--- src/rtl/csg_pkg.sv ---
package csg_pkg;
   typedef enum logic [1:0] {
      ST_IDLE  = 2'd0,
      ST_DIV   = 2'd1,
      ST_RUN   = 2'd2,
      ST_DRAIN = 2'd3
   } run_st_t;
endpackage

--- src/rtl/csg_div.sv ---
// Restoring divider: period = DVD / divisor, one quotient bit per cycle.
module csg_div #(
   parameter int DVD   = 125_000_000,
   parameter int VEL_W = 20,
   parameter int PER_W = 20
) (
   input  logic             clk,
   input  logic             rst_n,
   input  logic             go,
   input  logic [VEL_W-1:0] divisor,
   output logic             fin,
   output logic [PER_W-1:0] quot
);
   localparam int DW = $clog2(DVD + 1);
   localparam int CW = $clog2(DW + 1);

   logic [VEL_W-1:0] rem, dv;
   logic [DW-1:0]    sh, q;
   logic [CW-1:0]    n;
   logic             run;
   logic [VEL_W:0]   rem_sh;
   logic             ge;

   always_comb begin
      rem_sh = {rem, sh[DW-1]};
      ge     = rem_sh >= {1'b0, dv};
   end

   always_ff @(posedge clk or negedge rst_n) begin
      if (!rst_n) begin
         rem <= '0; dv <= '0; sh <= '0; q <= '0; n <= '0;
         run <= 1'b0; fin <= 1'b0;
      end else begin
         fin <= 1'b0;
         if (go) begin
            rem <= '0;
            dv  <= divisor;
            sh  <= DW'(DVD);
            q   <= '0;
            n   <= CW'(DW);
            run <= 1'b1;
         end else if (run) begin
            rem <= ge ? VEL_W'(rem_sh - {1'b0, dv}) : rem_sh[VEL_W-1:0];
            sh  <= sh << 1;
            q   <= {q[DW-2:0], ge};
            n   <= n - 1'b1;
            if (n == CW'(1)) begin
               run <= 1'b0;
               fin <= 1'b1;
            end
         end
      end
   end

   generate
      if (DW > PER_W) begin : g_sat
         assign quot = (|q[DW-1:PER_W]) ? '1 : q[PER_W-1:0];
      end else begin : g_wide
         assign quot = PER_W'(q);
      end
   endgenerate
endmodule

--- src/rtl/csg_ramp.sv ---
// Velocity register with clamp and the fixed-interval acceleration event.
module csg_ramp #(
   parameter int VEL_W   = 20,
   parameter int ACC_CYC = 625_000
) (
   input  logic             clk,
   input  logic             rst_n,
   input  logic             load,
   input  logic             run_en,
   input  logic [VEL_W-1:0] v_start,
   input  logic [VEL_W-1:0] v_max,
   input  logic [VEL_W-1:0] accel,
   output logic [VEL_W-1:0] vel,
   output logic [VEL_W-1:0] vmax_q,
   output logic             acc_evt
);
   localparam int ACW = (ACC_CYC > 1) ? $clog2(ACC_CYC) : 1;

   logic [ACW-1:0]   cnt;
   logic [VEL_W-1:0] acc_q, vmx, vst;
   logic [VEL_W:0]   vsum;

   always_comb begin
      vmx  = (v_max == '0) ? VEL_W'(1) : v_max;
      vst  = (v_start == '0) ? VEL_W'(1) : v_start;
      vsum = {1'b0, vel} + {1'b0, acc_q};
   end

   always_ff @(posedge clk or negedge rst_n) begin
      if (!rst_n) begin
         vel <= '0; vmax_q <= '0; acc_q <= '0; cnt <= '0; acc_evt <= 1'b0;
      end else begin
         acc_evt <= 1'b0;
         if (load) begin
            vmax_q <= vmx;
            acc_q  <= accel;
            vel    <= (vst > vmx) ? vmx : vst;
            cnt    <= '0;
         end else if (run_en) begin
            if (cnt == ACW'(ACC_CYC - 1)) begin
               cnt     <= '0;
               acc_evt <= 1'b1;
               vel     <= (vsum > {1'b0, vmax_q}) ? vmax_q : vsum[VEL_W-1:0];
            end else begin
               cnt <= cnt + 1'b1;
            end
         end
      end
   end
endmodule

--- src/rtl/csg_axis.sv ---
// Per-axis error accumulator deciding whether the axis steps on a tick.
module csg_axis #(
   parameter int CNT_W = 16
) (
   input  logic             clk,
   input  logic             rst_n,
   input  logic             load,
   input  logic [CNT_W-1:0] total_in,
   input  logic [CNT_W-1:0] half_in,
   input  logic [CNT_W-1:0] lead_tot,
   input  logic             tick,
   output logic             fire
);
   logic [CNT_W-1:0] acc, tot_q;
   logic [CNT_W:0]   sum, rest;
   logic             hit;

   always_comb begin
      sum  = {1'b0, acc} + {1'b0, tot_q};
      hit  = sum >= {1'b0, lead_tot};
      rest = sum - {1'b0, lead_tot};
      fire = tick && hit;
   end

   always_ff @(posedge clk or negedge rst_n) begin
      if (!rst_n) begin
         acc <= '0; tot_q <= '0;
      end else if (load) begin
         acc   <= half_in;
         tot_q <= total_in;
      end else if (tick) begin
         acc <= hit ? rest[CNT_W-1:0] : sum[CNT_W-1:0];
      end
   end
endmodule

--- src/rtl/coord_step_gen.sv ---
module coord_step_gen
   import csg_pkg::*;
#(
   parameter int NAX     = 4,
   parameter int CNT_W   = 16,
   parameter int VEL_W   = 20,
   parameter int PER_W   = 20,
   parameter int PW_W    = 8,
   parameter int CLK_HZ  = 125_000_000,
   parameter int ACC_CYC = 625_000
) (
   input  logic                 clk,
   input  logic                 rst_n,
   input  logic                 start,
   input  logic [NAX*CNT_W-1:0] steps_in,
   input  logic [NAX-1:0]       dir_in,
   input  logic [PW_W-1:0]      pulse_w,
   input  logic [VEL_W-1:0]     v_start,
   input  logic [VEL_W-1:0]     v_max,
   input  logic [VEL_W-1:0]     accel,
   output logic [NAX-1:0]       step_o,
   output logic [NAX-1:0]       dir_o,
   output logic                 done
);
   localparam int DIV_W = $clog2(CLK_HZ + 1);

   generate
      if (NAX < 1 || NAX > 10) begin : g_bad_nax
         $error("NAX must be 1..10");
      end
      if (ACC_CYC < DIV_W + 4) begin : g_bad_acc
         $error("ACC_CYC must exceed the divider latency");
      end
      if (PW_W < 1 || CNT_W < 2 || VEL_W < 2 || PER_W < 2) begin : g_bad_w
         $error("width parameters too small");
      end
   endgenerate

   run_st_t          st;
   logic [CNT_W-1:0] lead_c, lead_r, left;
   logic [NAX-1:0]   lead_oh_c, lead_oh, fire;
   logic [PER_W-1:0] period_r, tcnt, quot;
   logic [PER_W:0]   tnext;
   logic [PW_W-1:0]  fr_cnt, cmp_r, pw_r;
   logic             pend, kick, tick, ld, div_fin, acc_evt;
   logic [VEL_W-1:0] vel, vmax_q;

   // lead search: largest count, lowest index on a tie
   always_comb begin
      lead_c    = '0;
      lead_oh_c = '0;
      for (int i = 0; i < NAX; i++) begin
         if (steps_in[i*CNT_W +: CNT_W] > lead_c) begin
            lead_c    = steps_in[i*CNT_W +: CNT_W];
            lead_oh_c = NAX'(1) << i;
         end
      end
      if (lead_c == '0) lead_oh_c = NAX'(1);
   end

   assign ld    = (st == ST_IDLE) && start;
   assign tnext = {1'b0, tcnt} + {{PER_W{1'b0}}, 1'b1};
   assign tick  = (st == ST_RUN) && (tnext >= {1'b0, period_r});

   csg_ramp #(.VEL_W(VEL_W), .ACC_CYC(ACC_CYC)) u_ramp (
      .clk(clk), .rst_n(rst_n), .load(ld), .run_en(st == ST_RUN),
      .v_start(v_start), .v_max(v_max), .accel(accel),
      .vel(vel), .vmax_q(vmax_q), .acc_evt(acc_evt)
   );

   csg_div #(.DVD(CLK_HZ), .VEL_W(VEL_W), .PER_W(PER_W)) u_div (
      .clk(clk), .rst_n(rst_n), .go(kick || acc_evt), .divisor(vel),
      .fin(div_fin), .quot(quot)
   );

   generate
      for (genvar a = 0; a < NAX; a++) begin : g_ax
         csg_axis #(.CNT_W(CNT_W)) u_ax (
            .clk(clk), .rst_n(rst_n), .load(ld),
            .total_in(steps_in[a*CNT_W +: CNT_W]),
            .half_in(lead_c >> 1), .lead_tot(lead_r),
            .tick(tick), .fire(fire[a])
         );
      end
   endgenerate

   // sequencing and tick period
   always_ff @(posedge clk or negedge rst_n) begin
      if (!rst_n) begin
         st <= ST_IDLE; lead_r <= '0; left <= '0; lead_oh <= '0;
         period_r <= '1; tcnt <= '0; kick <= 1'b0; dir_o <= '0;
         done <= 1'b0; pw_r <= PW_W'(1);
      end else begin
         kick <= 1'b0;
         if (div_fin) period_r <= (quot == '0) ? PER_W'(1) : quot;
         case (st)
            ST_IDLE: if (start) begin
               dir_o   <= dir_in;
               lead_r  <= lead_c;
               left    <= lead_c;
               lead_oh <= lead_oh_c;
               pw_r    <= (pulse_w == '0) ? PW_W'(1) : pulse_w;
               done    <= 1'b0;
               if (lead_c != '0) begin
                  kick <= 1'b1;
                  st   <= ST_DIV;
               end else begin
                  st <= ST_DRAIN;
               end
            end
            ST_DIV: if (div_fin) begin
               tcnt <= '0;
               st   <= ST_RUN;
            end
            ST_RUN: begin
               tcnt <= tick ? '0 : tnext[PER_W-1:0];
               if (tick) begin
                  left <= left - 1'b1;
                  if (left == CNT_W'(1)) st <= ST_DRAIN;
               end
            end
            default: if (!pend) begin
               done <= 1'b1;
               st   <= ST_IDLE;
            end
         endcase
      end
   end

   // shared edge handler: rising edges on tick, trailing edges on compare
   always_ff @(posedge clk or negedge rst_n) begin
      if (!rst_n) begin
         fr_cnt <= '0; cmp_r <= '0; pend <= 1'b0; step_o <= '0;
      end else begin
         fr_cnt <= fr_cnt + 1'b1;
         if (tick && (|fire)) begin
            step_o <= fire;
            cmp_r  <= fr_cnt + pw_r;
            pend   <= 1'b1;
         end else if (pend && (fr_cnt == cmp_r)) begin
            step_o <= '0;
            pend   <= 1'b0;
         end
      end
   end
endmodule

--- config.mk ---
export PLATFORM = sky130hd
export DESIGN_NAME = coord_step_gen
export DESIGN_NICKNAME = d
export VERILOG_FILES = /design/src/rtl/csg_pkg.sv /design/src/rtl/csg_div.sv /design/src/rtl/csg_ramp.sv /design/src/rtl/csg_axis.sv /design/src/rtl/coord_step_gen.sv
export SDC_FILE = /design/constraint.sdc
export NUM_CORES = 1
export LEC_CHECK = 0
export BUFFER_PORTS_ARGS = -buffer_cell sky130_fd_sc_hd__buf_4
export CORE_UTILIZATION = 35
export DETAILED_ROUTE_END_ITERATION = 12
export SYNTH_ARGS = -nofsm -noshare
export SYNTH_HDL_FRONTEND = slang
export SYNTH_SLANG_ARGS = --single-unit
--- constraint.sdc ---
create_clock -name clk -period 5.4 [get_ports clk]
set_clock_uncertainty 0.05 [all_clocks]
set_input_delay 0 -clock clk [delete_from_list [all_inputs] [get_ports clk]]
set_output_delay 0 -clock clk [all_outputs]
set_load 0.02 [all_outputs]
==> impl_metrics.yaml <==
run_status:
  violations: "setup timing"
  status: "complete, but fails checks"
clock_tree:
  cts_buffers: 48
  h-tree-depth: 2
  clockRootBuffer: "clkbuf_16"
  cts_tree: "yes"
  clockBufferDepth: 3
  worst_skew_pair.late_latency_ns: 0.60
  cts_sinks: 413
  clk_pin_slew_ns: 0.07
sta:
  setup_slack_ns: -0.4294
  fmax_mhz: 171.5
  setup_violations: 47
  grt_setup_unrepaired: "true"
  maxSlewHeadroom: 0.2415
  finalHoldViolCount: 0
  max_slew.worst_pin.slew_ns: 1.138
  drv_slew: 0
  min_period_ns: 5.829
  fin_hold_ws_ns: 0.07570
  min_period_over_period: 1.080
hold_path:
  hp-class: "input pin to flop"
  holdPathStages: 4
logic_synthesis:
  synthCells: 3333
  async_reset_ff_frac: 1.000
  ys_warn_count: 0
  synth-seq-area-share: 0.3594
  synthesis.nets: 3776
  synth_area_leaders: "dfrtp_1 (34%), ha_1 (13%), nand2_1 (6.4%), a21oi_1 (4.9%), o21ai_0 (4.4%)"
  synth.largest_area_cell: "dfrtp_1"
  ys_types: 89
  yosys.area.top_type_share: 0.3402
  synth_seq_cells: 413
  synth-main-ff-cell: "dfrtp_1"
  synth_edf_count: 0
  syn_area_um2: 28830
  syn_area_per_cell_um2: 8.650
worst_setup_path:
  max_stage_delay_ns: 0.57
  worst-setup-path-type: "input pin to flop"
  cpMaxStageDelayCell: "or4_4"
  crit_fanout: 5
  critPathRequiredTime_ns: 5.89
  critPathBufInv: 7
  crit_path_end_kind: "flop"
  crit_cells: 33
  arrival_ns: 6.32
  critPathTopFamily: "compound AO/OA/AOI/OAI gates"
  rr_worst_depth: 22
  cp-start-kind: "input pin"
route:
  wirelength_mm: 89.77
  drt_pass1_iterations: 5
  drtIter0Drc: 1724
  vias_per_cell: 5.274
  drc: 0
  wl_per_cell_um: 18.45
  ant_nets: 0
  vias: 25660
placement:
  place_inst: 4584
  place_area_um2: 32590
  portBuffers: 147
  dp_hpwl_mm: 64.68
  post-place-ws_ns: -0.9979
  place_congestion: 0.9593
floorplanning:
  ios: 148
  core-area_um2: 81070
  die_w_um: 289.0
  die_area_um2: 83520
  rows: 104
  die_h_um: 289.0
  start_util: 0.3556
final_layout:
  n_fill_cell: 7841
  fin_area_um2: 36990
  nets: 4208
  drive_above_1_share: 0.1839
  synthToLayoutAreaGrowth_pct: 28.30
  fin_cells: 4866
grt:
  grt_pass1_wl_mm: 139.8
  grtUsageTotal: 0.2126
  grt_pass1_vias: 24880
  antenna_found_initial: 1
  grt-ovfl-total: 0
  grt_max_degree: 171
job:
  drv_cap: 0
-- kinds of logic (layout without fill, tap and decap cells) --
kind of cell	after synthesis	after routing	synth area share
DFF	413	413	0.3594
xor gates and xnor gates	174	174	0.05286
and+or+nand+nor	1034	1035	0.1611
adders and majority gates	304	304	0.1348
muxes	135	135	0.04783
AOI/OAI and AO/OA	912	912	0.1956
other	0	4	0
buffers and inverters	361	829	0.04843
-- registers in the layout (all words and copies together), names as in the netlist, 16 cells and up --
register,flops
g_ax.u_ax.acc,64
g_ax.u_ax.tot_q,64
u_div.q,27
u_div.sh,21
period_r,20
tcnt,20
u_div.dv,20
u_div.rem,20
u_ramp.acc_q,20
u_ramp.cnt,20
u_ramp.vel,20
u_ramp.vmax_q,20
lead_r,16
left,16
-- layout make-up --
cell class	count	area, µm²	area share
Multi-Input combinational cell	2560	18180	0.4914
Inverter	215	842.1	0.02276
Clock buffer	64	1343	0.03629
Sequential cell	413	10360	0.2802
Clock inverter	23	163.9	0.004431
Timing Repair Buffer	527	4762	0.1287
Tap cell	1060	1326	0.03585
Antenna cell	4	10.01	0.0002706
-- final timing paths --
path	from	endpoint	slack [ns]
worst min-delay path	accel[7]	u_ramp.acc_q[7]	0.08
min in group asynchronous	rst_n	u_ramp.acc_q[7]	0.52
max in group asynchronous	rst_n	u_div.run	3.77
worst max-delay path	steps_in[14]	st[1]	-0.43
worst max register to register	g_ax[0].u_ax.tot_q[0]	cmp_r[5]	0.27
worst min register to register	lead_r[4]	lead_r[4]	0.42
-- routing by layer --
| layer | share of wire | vias to the layer above | global-route usage |
|---|---|---|---|
| met1 | 0.47 | 12260 | 0.3029 |
| met5 | 0.00014 | - | 0 |
| met3 | 0.055 | 156 | 0.02661 |
| met4 | 0.032 | 2 | 0.06355 |
| li1 | - | 12640 | - |
| met2 | 0.44 | 604 | 0.3349 |
-- Yosys cell counts, types with 42 or more instances --
| cell type | n |
|---|---|
| xnor2_1 | 103 |
| a21o_1 | 89 |
| nand4_1 | 47 |
| o21ai_0 | 255 |
| a21oi_1 | 285 |
| dfrtp_1 | 392 |
| nor3_1 | 42 |
| nand3_1 | 55 |
| ha_1 | 293 |
| nand2_1 | 494 |
| inv_1 | 215 |
| xor2_1 | 71 |
| mux2i_1 | 120 |
| clkbuf_1 | 115 |
| nor2_1 | 216 |
-- per-stage QoR --
step             util  TNS [ns]
3_3_place_gp   0.4020    -42.55
4_1_cts        0.4446   -0.2205
2_1_floorplan       -    -4.130
5_1_grt        0.4562    -25.28
6_report       0.4563    -4.595
3_5_place_dp   0.4020    -57.88
-- worst register-to-register path, cell delays in order, from the launching register on --
cell and delay (ns):
dfrtp_1 0.42, ha_1 0.26, fa_1 0.40, a21o_1 0.17
a21oi_1 0.22, o21bai_1 0.12, a21oi_2 0.18, o21bai_1 0.14
a211oi_2 0.32, o21ba_2 0.20, o21ai_0 0.10, xor2_1 0.18
ha_1 0.32, nand4_1 0.08, o41ai_1 0.34, buf_4 0.17
nor4_1 0.04, o21a_1 0.14, o21ai_1 0.24, a31oi_4 0.09
a41oi_2 0.24, buf_4 0.22, mux2_2 0.35
-- what timing repair did --
action / CTS / global route
buffers inserted: 21 / 25
setup endpoints to repair: 61 / 118
hold endpoints to repair: 316 / 0
pin swaps: 22 / 53
gates resized for setup: 57 / 222
hold buffers: 147 / 0
gates cloned: 4 / 0
-- cells in the final DEF (no fill, tap or decap), types with 49 or more instances in the layout --
| master | instances |
|---|---|
| mux2i_1 | 110 |
| xor2_1 | 71 |
| nor2_1 | 209 |
| ha_1 | 272 |
| a21oi_1 | 231 |
| nand3_1 | 50 |
| clkbuf_16 | 49 |
| o21ai_0 | 201 |
| buf_6 | 52 |
| dlygate4sd3_1 | 146 |
| buf_4 | 308 |
| o21ai_1 | 57 |
| dfrtp_1 | 391 |
| nand2_1 | 488 |
| xnor2_1 | 103 |
| inv_1 | 204 |
| a21o_1 | 89 |
Power is not shown: default switching activity piles up to over one toggle a cycle in this logic, so the estimate is an artifact.
